**config.mk**
```make
export PLATFORM = sky130hd
export DESIGN_NAME = tsplit_reader
export DESIGN_NICKNAME = d
export VERILOG_FILES = /design/src/rtl/tsplit_pkg.sv /design/src/rtl/tsplit_seq.sv /design/src/rtl/tsplit_capture.sv /design/src/rtl/tsplit_strobe.sv /design/src/rtl/tsplit_reader.sv
export SDC_FILE = /design/constraint.sdc
export NUM_CORES = 1
export LEC_CHECK = 0
export ABC_AREA = 0
export BUFFER_PORTS_ARGS = -buffer_cell sky130_fd_sc_hd__clkbuf_2
export CAP_MARGIN = 30
export CORE_UTILIZATION = 51
export DETAILED_ROUTE_END_ITERATION = 7
export PLACE_DENSITY = 0.77
export SLEW_MARGIN = 15
export SYNTH_ARGS = -nofsm -noshare
export SYNTH_HDL_FRONTEND = slang
export SYNTH_SLANG_ARGS = --single-unit
```
**constraint.sdc**
```tcl
create_clock -name clk -period 2.3 [get_ports clk]
set_input_delay 0.345 -clock clk [delete_from_list [all_inputs] [get_ports clk]]
set_output_delay 0.345 -clock clk [all_outputs]
set_load 0.1 [all_outputs]
```
**src/rtl/tsplit_pkg.sv**
```systemverilog
package tsplit_pkg;

    localparam int unsigned WORD_W = 32;
    localparam int unsigned TIME_W = 2 * WORD_W;

    typedef logic [WORD_W-1:0] word_t;

    typedef enum logic [2:0] {
        ST_IDLE     = 3'd0,
        ST_LO_FIRST = 3'd1,
        ST_HI_FIRST = 3'd2,
        ST_LO_CHECK = 3'd3,
        ST_LO_RETRY = 3'd4,
        ST_HI_RETRY = 3'd5
    } rd_state_e;

    typedef struct packed {
        word_t hi;
        word_t lo;
    } time_pair_t;

    function automatic logic reads_high(input rd_state_e st);
        return (st == ST_HI_FIRST) || (st == ST_HI_RETRY);
    endfunction

    function automatic logic bracketed_low(input rd_state_e st);
        return (st == ST_LO_FIRST) || (st == ST_LO_RETRY);
    endfunction

    function automatic logic low_wrapped(input word_t first_lo, input word_t check_lo);
        return check_lo < first_lo;
    endfunction

endpackage

```
**src/rtl/tsplit_seq.sv**
```systemverilog
module tsplit_seq
    import tsplit_pkg::*;
(
    input  logic      clk,
    input  logic      rst,
    input  logic      start_i,
    input  logic      ack_i,
    input  logic      err_i,
    input  logic      wrapped_i,
    output rd_state_e state_o,
    output logic      enter_low_o,
    output logic      low_ok_o,
    output logic      finish_o,
    output logic      abort_o
);

    rd_state_e state_q, state_d;
    logic      good_ack;

    assign good_ack = ack_i && !err_i && (state_q != ST_IDLE);

    always_comb begin
        state_d = state_q;
        case (state_q)
            ST_IDLE:     if (start_i) state_d = ST_LO_FIRST;
            ST_LO_FIRST: if (ack_i) state_d = err_i ? ST_IDLE : ST_HI_FIRST;
            ST_HI_FIRST: if (ack_i) state_d = err_i ? ST_IDLE : ST_LO_CHECK;
            ST_LO_CHECK: if (ack_i) state_d = (!err_i && wrapped_i) ? ST_LO_RETRY : ST_IDLE;
            ST_LO_RETRY: if (ack_i) state_d = err_i ? ST_IDLE : ST_HI_RETRY;
            ST_HI_RETRY: if (ack_i) state_d = ST_IDLE;
            default:     state_d = ST_IDLE;
        endcase
    end

    always_ff @(posedge clk) begin
        if (rst) state_q <= ST_IDLE;
        else     state_q <= state_d;
    end

    assign state_o     = state_q;
    assign enter_low_o = ((state_q == ST_IDLE) && start_i)
                      || ((state_q == ST_LO_CHECK) && good_ack && wrapped_i);
    assign low_ok_o    = good_ack && bracketed_low(state_q);
    assign finish_o    = good_ack && (((state_q == ST_LO_CHECK) && !wrapped_i)
                                      || (state_q == ST_HI_RETRY));
    assign abort_o     = ack_i && err_i && (state_q != ST_IDLE);

endmodule

```
**src/rtl/tsplit_capture.sv**
```systemverilog
module tsplit_capture
    import tsplit_pkg::*;
(
    input  logic              clk,
    input  logic              rst,
    input  rd_state_e         state_i,
    input  logic              ack_i,
    input  logic              err_i,
    input  word_t             data_i,
    input  logic              finish_i,
    input  logic              abort_i,
    output logic              wrapped_o,
    output logic              done_o,
    output logic              err_o,
    output logic [TIME_W-1:0] time_o
);

    word_t      lo_q, hi_q;
    time_pair_t result_q, result_d;
    logic       done_q, err_q;
    logic       take;

    assign take      = ack_i && !err_i;
    assign wrapped_o = low_wrapped(lo_q, data_i);

    always_comb begin
        result_d.lo = lo_q;
        result_d.hi = (state_i == ST_HI_RETRY) ? data_i : hi_q;
    end

    always_ff @(posedge clk) begin
        if (rst) begin
            lo_q     <= '0;
            hi_q     <= '0;
            result_q <= '0;
            done_q   <= 1'b0;
            err_q    <= 1'b0;
        end else begin
            done_q <= finish_i || abort_i;
            err_q  <= abort_i;
            if (take && bracketed_low(state_i)) lo_q <= data_i;
            if (take && reads_high(state_i))    hi_q <= data_i;
            if (finish_i)                       result_q <= result_d;
        end
    end

    assign done_o = done_q;
    assign err_o  = err_q;
    assign time_o = result_q;

endmodule

```
**src/rtl/tsplit_strobe.sv**
```systemverilog
module tsplit_strobe (
    input  logic clk,
    input  logic rst,
    input  logic enter_low_i,
    input  logic low_ok_i,
    output logic pre_o,
    output logic post_o
);

    logic pre_q, post_q;

    always_ff @(posedge clk) begin
        if (rst) begin
            pre_q  <= 1'b0;
            post_q <= 1'b0;
        end else begin
            pre_q  <= enter_low_i;
            post_q <= low_ok_i;
        end
    end

    assign pre_o  = pre_q;
    assign post_o = post_q;

endmodule

```
**src/rtl/tsplit_reader.sv**
```systemverilog
module tsplit_reader
    import tsplit_pkg::*;
#(
    parameter int unsigned ADDR_W  = 4,
    parameter int unsigned LO_ADDR = 0,
    parameter int unsigned HI_ADDR = 4
) (
    input  logic              clk,
    input  logic              rst,
    input  logic              start_i,
    output logic              rd_req_o,
    output logic [ADDR_W-1:0] rd_addr_o,
    input  logic              rd_ack_i,
    input  logic              rd_err_i,
    input  logic [31:0]       rd_data_i,
    output logic              pre_stb_o,
    output logic              post_stb_o,
    output logic              done_o,
    output logic              err_o,
    output logic [63:0]       time_o
);

    localparam logic [ADDR_W-1:0] LO_SEL = ADDR_W'(LO_ADDR);
    localparam logic [ADDR_W-1:0] HI_SEL = ADDR_W'(HI_ADDR);

    rd_state_e state;
    logic      enter_low, low_ok, finish, abort_rd, wrapped;

    tsplit_seq u_seq (
        .clk         (clk),
        .rst         (rst),
        .start_i     (start_i),
        .ack_i       (rd_ack_i),
        .err_i       (rd_err_i),
        .wrapped_i   (wrapped),
        .state_o     (state),
        .enter_low_o (enter_low),
        .low_ok_o    (low_ok),
        .finish_o    (finish),
        .abort_o     (abort_rd)
    );

    tsplit_capture u_cap (
        .clk       (clk),
        .rst       (rst),
        .state_i   (state),
        .ack_i     (rd_ack_i),
        .err_i     (rd_err_i),
        .data_i    (rd_data_i),
        .finish_i  (finish),
        .abort_i   (abort_rd),
        .wrapped_o (wrapped),
        .done_o    (done_o),
        .err_o     (err_o),
        .time_o    (time_o)
    );

    tsplit_strobe u_stb (
        .clk         (clk),
        .rst         (rst),
        .enter_low_i (enter_low),
        .low_ok_i    (low_ok),
        .pre_o       (pre_stb_o),
        .post_o      (post_stb_o)
    );

    assign rd_req_o  = (state != ST_IDLE);
    assign rd_addr_o = reads_high(state) ? HI_SEL : LO_SEL;

endmodule

```
==> flow_summary.toml, run 1 <==
[run_status]
status = "finished, violations left"
failed_checks = "negative setup slack"

[yosys]
synth-seq-cells = 135
synth_edf_count = 0
synth_top_area_share = 0.4284
synth_cells = 709
synth-main-ff-cell = "dfxtp_1"
yosysWarnings = 0
ys_top_cells_by_count = "nand2_1, dfxtp_1, a21oi_1"
syn_area_mm2 = 0.006309
postSynth.asyncResetShare = 0
synth.distinct_cells = 37
yosysTopAreaCell = "dfxtp_1"
postSynthAreaPerCell_um2 = 8.898
synth.most_common_cell = "nand2_1"
yosys-top-cells-area = "dfxtp_1, nand4b_1, nand2_1"
yosysSeqAreaShare = 0.4284

[power_and_ir_drop]
total_power_mw = 5.838
leakage_nw = 3.483
irDropWorstVdd_uv = 477.5
p_per_area_mw_per_mm2 = 664.4

[setup_path]
critPathTopFamily = "simple AND/OR/NAND/NOR gates"
r2r_end = "u_cap.time_o[15]$_SDFFE_PP0P_"
crit_type = "flip-flop to flip-flop"
reg2reg_setup_slack_ns = -0.07
start_kind = "flip-flop"
cp-end-kind = "flip-flop"
timing.rr.start = "u_cap.lo_q[21]$_SDFFE_PP0P_"
cp.arrival_ns = 2.69
rr_worst_depth = 10
cpMaxStageDelayCell = "dfxtp_1"
cp_cell_sequence = "inv_1, ha_4, nand4_1, buf_4, nor4_4, buf_4, nand3_4, and2_4, buf_16, o31ai_1"
cp_num_buf_inv = 4
critPathMaxFanout = 7
crit_top_cell = "buf_4"
cp.required_ns = 2.63
slowest_delay_ns = 0.36

[floorplan]
fp.dieArea_mm2 = 0.01282
rows = 40
fp.dieW_um = 113.2
core_area_mm2 = 0.01201
die-height_um = 113.2
initial_core_util = 0.5252
io_pins = 110

[global_route]
grt_max_degree = 56
grt_pass1_wl_um = 27260
met1_usage = 0.3389
antenna_found_initial = 0
overflow = 0
use_met3 = 0.05785
grtUsageTotal = 0.2699
met2_usage = 0.4536
grt_pass1_vias = 5521
busiest_layer = "met2"

[final_layout]
area_growth_pct = 39.29
layout.cells.non_filler = 995
antenna_cells = 0
drive_above_1_share = 0.3620
fin_nets = 903

[place]
place_congestion = 0.8038
post-place-ws_ns = -0.2495
dp_cells = 942
port_buffers = 106
dpl.hpwl_um = 10750

[sta]
fin_skew_ns = 0.008040
max_freq_mhz = 422.8
final_hold_viol_count = 0
timing.final.crit_share = 1.028
slew_viol_final = 0
fin_ws_ns = -0.06534
setup_viol = 24
worst_pin_slew_ns = 0.5656
timing.slew.headroom = 0.6245
tns_ns = -0.4292
min_period_ns = 2.365
rsz0062_at_grt = "true"

[clock_network]
cts_inserted_buffers = 17
root_buffer = "clkbuf_16"
clkLatencyLatePin_ns = 0.43
htree_levels = 4
clk_pin_slew_worst_paths_ns = 0.06
cts_tree = "yes"
cts_hold_buf = 0
clock-sinks = 135
cts_buffer_depth = 2

[worst_hold_path]
holdPathEnd = "u_cap.hi_q[28]$_SDFFE_PP0P_"
hold_depth = 3
min-delay-start = "rd_data_i[28]"
hp-class = "input pin to flip-flop"

[routing]
first_pass_iters = 5
drc = 0
drt-initial-drc-count = 695
drt_wl_total_um = 20140
via_per_inst = 6.232
ant_nets = 0
wl_per_cell_um = 20.25
dr_total_vias = 6201

[run]
cap_violations = 0
-- cell families after synthesis --
kind of cell,synth area share
simple gates,0.2027
compound gates,0.1898
flops,0.4284
buf+inv,0.06485
mux,0.05077
fa+ha+maj,0.06148
other cells,0.0005944
xor+xnor,0.001389
-- power by group --
| group | internal [mW] | switching [mW] |
|---|---|---|
| sequential | 2.36 | 0.0184 |
| clock | 1.87 | 1.05 |
| combinational | 0.198 | 0.338 |
| total | 4.43 | 1.40 |
-- through the flow --
stage | cell area (µm²) | utilization | hold WS, ns
2_1_floorplan | 6316 | - | 0.4360
3_3_place_gp | 7202 | 0.5996 | 0.4416
3_5_place_dp | 7202 | 0.5996 | 0.4471
4_1_cts | 8024 | 0.6680 | 0.1775
5_1_grt | 8787 | 0.7316 | 0.2029
6_report | 8787 | 0.7316 | 0.1933
-- metal layers --
metal	wire length [µm]	up-vias
met4	658	0
met2	9767	346
met5	0	-
li1	-	2788
met1	8187	2995
met3	1529	72
-- flip-flops by register name, summed over array words and instances, names as in the netlist --
signal / flops
u_cap.time_o: 64
u_cap.hi_q: 32
u_cap.lo_q: 32
u_seq.state_o: 3
u_cap.done_o: 1
u_cap.err_o: 1
u_stb.post_o: 1
u_stb.pre_o: 1
-- layout by cell type, fill, tap and decap left out, types with 3 or more instances in the layout --
cell       netlist  layout
ha_4             0      15
inv_2            0      12
ha_1            31      15
clkbuf_16        0      25
buf_12           0      12
a22oi_1          3       3
inv_1           32      20
nand4_1          5       5
mux2i_1         32      32
clkbuf_2         0     104
conb_1           1       3
nand4b_1        63      63
o31ai_2         28      25
nor2b_1          5       5
bufinv_16        0       4
nor3_1           7       6
a21oi_2          0       4
o21ai_0          6       5
nor2_1          12      11
o31ai_1         35      18
dfxtp_1        135     121
buf_6            4       4
a21oi_1         82      77
o31ai_4          0      20
dfxtp_2          0      14
buf_4            3      38
nand2_1        142     140
-- final cells by class --
type                            count  area, µm²
Multi-Input combinational cell    480       3782
Fill cell                         762       3224
Sequential cell                   135       2720
Timing Repair Buffer              169       1349
Clock buffer                       21      460.4
Tap cell                          147      183.9
Clock inverter                     11      171.4
Inverter                           32      120.1
-- timing repair --
| item | in CTS | in global routing |
|---|---|---|
| pin swaps | 13 | 34 |
| cloned | 1 | 9 |
| hold endpoints to repair | 0 | 0 |
| setup endpoints to repair | 65 | 80 |
| gates resized for setup | 21 | 97 |
| setup buffers | 6 | 5 |
-- tightest hold or removal path: cells and delay by family --
kind | cells | cell delay [ns]
AOI/OAI and AO/OA | 1 | 0.05
buffers and inverters | 1 | 0.12
and+or+nand+nor | 1 | 0.06
-- worst max-delay path by stage --
stage | endpoint | cells after the start | from | slack, ns
after global routing | u_cap.time_o[7]$_SDFFE_PP0P_ | 10 | u_cap.lo_q[3]$_SDFFE_PP0P_ | -0.14
final | u_cap.time_o[15]$_SDFFE_PP0P_ | 10 | u_cap.lo_q[21]$_SDFFE_PP0P_ | -0.07
after CTS | u_cap.time_o[0]$_SDFFE_PP0P_ | 11 | u_cap.lo_q[20]$_SDFFE_PP0P_ | 0.03
after detailed placement | u_cap.time_o[55]$_SDFFE_PP0P_ | 10 | rd_data_i[2] | -0.25
after global placement | u_cap.time_o[54]$_SDFFE_PP0P_ | 10 | rd_data_i[23] | -0.14
after floorplan | u_cap.time_o[46]$_SDFFE_PP0P_ | 10 | rd_data_i[18] | 0.05
(Power assumes the default switching activity.)
==> run 2, diff against run 1 <==
--- a/config.mk
+++ b/config.mk
@@ -8,9 +8,9 @@
 export ABC_AREA = 0
 export BUFFER_PORTS_ARGS = -buffer_cell sky130_fd_sc_hd__clkbuf_2
 export CAP_MARGIN = 30
-export CORE_UTILIZATION = 51
+export CORE_UTILIZATION = 56
 export DETAILED_ROUTE_END_ITERATION = 7
-export PLACE_DENSITY = 0.77
+export PLACE_DENSITY = 0.8
 export SLEW_MARGIN = 15
 export SYNTH_ARGS = -nofsm -noshare
 export SYNTH_HDL_FRONTEND = slang
==> constraint.sdc (replaced) <==
create_clock -name clk -period 2.4 [get_ports clk]
set_input_delay 0.36 -clock clk [delete_from_list [all_inputs] [get_ports clk]]
set_output_delay 0.36 -clock clk [all_outputs]
set_load 0.1 [all_outputs]
==> flow_summary.toml, run 2 (synthesis results as in run 1) <==
[global_route]
grt_max_degree = 63
busiest_layer = "met2"
met1_usage = 0.3618
use_met3 = 0.07354
met2_usage = 0.4645
grt_pass1_vias = 5342
antenna_found_initial = 0
grtUsageTotal = 0.2864
overflow = 0
grt_pass1_wl_um = 25740

[clock_network]
cts_hold_buf = 0
htree_levels = 4
cts_inserted_buffers = 17
cts_tree = "yes"
clk_pin_slew_worst_paths_ns = 0.06
clkLatencyLatePin_ns = 0.55
cts_buffer_depth = 2
clock-sinks = 135
root_buffer = "clkbuf_8"

[floorplan]
die-height_um = 108.1
rows = 38
core_area_mm2 = 0.01089
initial_core_util = 0.5794
fp.dieW_um = 108.1
fp.dieArea_mm2 = 0.01169
io_pins = 110

[final_layout]
area_growth_pct = 25.51
drive_above_1_share = 0.2798
antenna_cells = 0
layout_common_cells = "nand2_1, dfxtp_1, clkbuf_2"
largest_reg_flops = 64
fin_nets = 877
layout.cells.non_filler = 962
fill_cells = 743
final_common_cell = "nand2_1"

[sta]
final_hold_viol_count = 0
tns_ns = 0
timing.final.crit_share = 0.9972
fin_skew_ns = 0.009679
min_period_ns = 2.393
slew_viol_final = 0
max_freq_mhz = 417.8
setup_viol = 0
timing.slew.headroom = 0.6058
fin_ws_ns = 0.006721
timing.hold.ws_ns = 0.09100
worst_pin_slew_ns = 0.5938

[setup_path]
rr_worst_depth = 10
crit_type = "flip-flop to flip-flop"
cp-end-kind = "flip-flop"
timing.rr.start = "u_cap.lo_q[6]$_SDFFE_PP0P_"
cp.arrival_ns = 2.85
critPathLaunch = "u_cap.lo_q[6]$_SDFFE_PP0P_"
reg2reg_setup_slack_ns = 0.007
start_kind = "flip-flop"
r2r_end = "u_cap.time_o[47]$_SDFFE_PP0P_"
cp.required_ns = 2.85
critPathMaxFanout = 14

[routing]
drt-initial-drc-count = 402
dr_total_vias = 5799
wl_per_cell_um = 17.81
ant_nets = 0
first_pass_iters = 5
via_per_inst = 6.028
drc = 0
drt_wl_total_um = 17140

[place]
dpl.hpwl_um = 10290
port_buffers = 106
dp_cells = 924
post-place-ws_ns = -0.07680
place_congestion = 0.8079

[power_and_ir_drop]
total_power_mw = 5.382
p_per_area_mw_per_mm2 = 679.7
irDropWorstVdd_uv = 496.2
leakage_nw = 3.182

[worst_hold_path]
hp-class = "input pin to flip-flop"
holdPathEnd = "u_cap.lo_q[20]$_SDFFE_PP0P_"
min-delay-start = "rd_data_i[20]"
hold_depth = 3

[run_status]
status = "finished clean"

[run]
cap_violations = 0
==> run 2: cell types whose count changed in the layout (fill, tap and decap cells not counted), moves of 8 or more <==
cell,change
ha_4,-14
o31ai_4,-18
inv_1,+12
ha_1,+15
o31ai_1,+8
dfxtp_1,+12
dfxtp_2,-12
inv_2,-12
o31ai_2,+10
buf_4,-12
==> run 2: timing repair <==
action / in CTS / in global routing
pin swaps: 1 / 6
buffers inserted: 0 / 3
endpoints found under the setup margin: 23 / 66
resized for setup: 1 / 26
cloned: 0 / 3
==> run 2: worst max path at each step <==
stage / cells after the start / endpoint
finish: 10 / u_cap.time_o[47]$_SDFFE_PP0P_
global route: 10 / u_cap.time_o[15]$_SDFFE_PP0P_
CTS: 10 / u_cap.time_o[38]$_SDFFE_PP0P_
detailed placement: 10 / u_cap.time_o[35]$_SDFFE_PP0P_
global placement: 10 / u_cap.time_o[21]$_SDFFE_PP0P_
floorplan: 10 / u_cap.time_o[46]$_SDFFE_PP0P_
==> run 2: metal layers <==
layer	part of all wire	wire length, µm	vias to the layer above
met4	0.020	350	0
met5	0	0	-
li1	-	-	2726
met2	0.48	8232	210
met1	0.43	7436	2831
met3	0.065	1118	32
==> run 2: power by group <==
part	internal [mW]	switching [mW]
clock	1.71	0.958
combinational	0.146	0.283
sequential	2.26	0.0153
total	4.13	1.26
==> run 2: final cells by class <==
class / instances / area, µm² / share of cell area
clock buffers: 24 / 490.5 / 0.06195
clock inverters: 8 / 117.6 / 0.01485
inverters: 32 / 120.1 / 0.01517
multi-input cells: 479 / 3347 / 0.4227
flip-flops and latches: 135 / 2705 / 0.3417
well taps: 140 / 175.2 / 0.02212
repair buffers: 144 / 962.2 / 0.1215
==> run 2: stage by stage <==
stage                     utilization  instance area (µm²)
after floorplan                     -                 6316
after global placement         0.6519                 7098
after detailed placement       0.6519                 7098
after CTS                      0.7079                 7707
after global routing           0.7272                 7918
final                          0.7272                 7918
==> run 2: critical path: stages (launching register included) <==
cell,delay [ns]
dfxtp_1,0.34
inv_1,0.09
ha_1,0.33
nand2_2,0.08
nor2_2,0.10
a41oi_2,0.16
o41ai_2,0.38
nand3_2,0.14
and2_4,0.25
clkbuf_16,0.20
o31ai_2,0.23
==> run 3, diff against run 2 <==
==> constraint.sdc (replaced) <==
create_clock -name clk -period 2.4 [get_ports clk]
set_input_delay 0 -clock clk [delete_from_list [all_inputs] [get_ports clk]]
set_output_delay 0 -clock clk [all_outputs]
set_load 0.1 [all_outputs]
==> flow_summary.toml, run 3 (synthesis results as in run 1) <==
[run_status]
status = "finished, violations left"
failed_checks = "negative setup slack"

[sta]
min_period_ns = 2.446
timing.hold.ws_ns = 0.3043
fin_ws_ns = -0.04615
final_hold_viol_count = 0
tns_ns = -0.3962
max_freq_mhz = 408.8
slew_viol_final = 0
worst_pin_slew_ns = 0.6128
timing.final.crit_share = 1.019
fin_skew_ns = 0.008520
timing.slew.headroom = 0.5914
setup_viol = 22
rsz0062_at_grt = "true"

[routing]
drt-initial-drc-count = 519
drc = 0
ant_nets = 0
drt_wl_total_um = 20360
dr_total_vias = 6236
via_per_inst = 6.248
wl_per_cell_um = 20.40
first_pass_iters = 8

[clock_network]
cts_tree = "yes"
clk_pin_slew_worst_paths_ns = 0.06
cts_inserted_buffers = 17
clkLatencyLatePin_ns = 0.53
clock-sinks = 135
cts_buffer_depth = 2
root_buffer = "clkbuf_8"
htree_levels = 4

[floorplan]
rows = 38
io_pins = 110
die-height_um = 108.1
core_area_mm2 = 0.01089
initial_core_util = 0.5794
fp.dieArea_mm2 = 0.01169
fp.dieW_um = 108.1

[final_layout]
finalInstanceArea_mm2 = 0.008645
area_growth_pct = 37.03
final_common_cell = "nand2_1"
layout_common_cells = "nand2_1, dfxtp_1, clkbuf_2"
largest_reg_flops = 64
fin_util = 0.7940
fin_nets = 913
layout.cells.non_filler = 998
drive_above_1_share = 0.2937
antenna_cells = 0

[setup_path]
slowest_delay_ns = 0.36
cp.arrival_ns = 2.87
cp_num_buf_inv = 3
reg2reg_setup_slack_ns = -0.05
critPathMaxFanout = 8
cp-end-kind = "flip-flop"
cp_cell_sequence = "inv_1, ha_1, nor2_1, nor2_2, a41oi_2, o41ai_2, buf_4, nand3_4, and2_4, clkbuf_16, o31ai_1"
cp.required_ns = 2.83
r2r_end = "u_cap.time_o[17]$_SDFFE_PP0P_"
timing.rr.start = "u_cap.lo_q[3]$_SDFFE_PP0P_"
rr_worst_depth = 11
start_kind = "flip-flop"
cpMaxStageDelayCell = "dfxtp_1"
critPathLaunch = "u_cap.lo_q[3]$_SDFFE_PP0P_"
critPathTopFamily = "compound AO/OA/AOI/OAI gates"
crit_type = "flip-flop to flip-flop"

[global_route]
grtUsageTotal = 0.3029
antenna_found_initial = 0
grt_max_degree = 86
grt_pass1_vias = 5587
grt_pass1_wl_um = 27280
overflow = 0

[worst_hold_path]
holdPathEnd = "u_cap.lo_q[9]$_SDFFE_PP0P_"
hold_depth = 4
min-delay-start = "rd_data_i[9]"
hp-class = "input pin to flip-flop"

[place]
dpl-instance-area_mm2 = 0.006995
port_buffers = 106
place_congestion = 0.8294
dp_cells = 914
post-place-ws_ns = -0.1097
dpl.hpwl_um = 10290

[run]
cap_violations = 0

[power_and_ir_drop]
p_per_area_mw_per_mm2 = 665.1
total_power_mw = 5.750
irDropWorstVdd_uv = 459.5
leakage_nw = 3.430
## run 3: cell types whose count changed in the layout (fill, tap and decap cells not counted), sizes merged
cell,before,now
and2,1,2
clkbuf,130,132
buf,38,31
clkinv,4,3
clkinvlp,1,3
dlygate4sd3,0,36
bufinv,3,6
## run 3: worst max-delay path by stage
stage / slack (ns) / end / depth (start not counted)
after floorplan: 0.16 / u_cap.time_o[46]$_SDFFE_PP0P_ / 11
after global placement: 0.03 / u_cap.time_o[60]$_SDFFE_PP0P_ / 10
after detailed placement: -0.11 / u_cap.time_o[31]$_SDFFE_PP0P_ / 10
after CTS: 0.02 / u_cap.time_o[23]$_SDFFE_PP0P_ / 11
after global routing: -0.15 / u_cap.time_o[17]$_SDFFE_PP0P_ / 11
final: -0.05 / u_cap.time_o[17]$_SDFFE_PP0P_ / 11
## run 3: layer usage
metal  vias to the layer above  GRT usage  part of all wire
met5                         -          0                 0
met4                         0     0.1311             0.039
met3                        78    0.06088             0.079
met2                       353     0.5045              0.49
met1                      3006     0.3790              0.39
li1                       2799          -                 -
## run 3: area by class of cell
cell class                 instances  area [µm²]
sequential                       135        2710
clock buffer                      20       455.4
fill                             617        2243
timing repair buffer             179        1421
clock inverter                    12       221.5
multi-input combinational        480        3541
tap                              140       175.2
inverter                          32       120.1
## run 3: worst min-delay path, cell delays in order
cell and delay, ns:
dlygate4sd3_1 0.53, clkbuf_2 0.14, nand2_1 0.06, a21oi_1 0.05
## run 3: power breakdown
group / switching, mW / leakage (nW) / internal, mW / total, mW
registers: 0.0187 / 1.09 / 2.26 / 2.28
clock network: 0.982 / 0.323 / 1.98 / 2.96
logic: 0.313 / 2.02 / 0.194 / 0.506
## run 3: what timing repair did
| item | 4_1_cts | 5_1_grt |
|---|---|---|
| hold endpoints to repair | 102 | 0 |
| setup buffers | 3 | 3 |
| pin swaps | 3 | 16 |
| resized for setup | 4 | 63 |
| endpoints found under the setup margin | 65 | 67 |
| cloned | 1 | 9 |
| hold buffers | 36 | 0 |
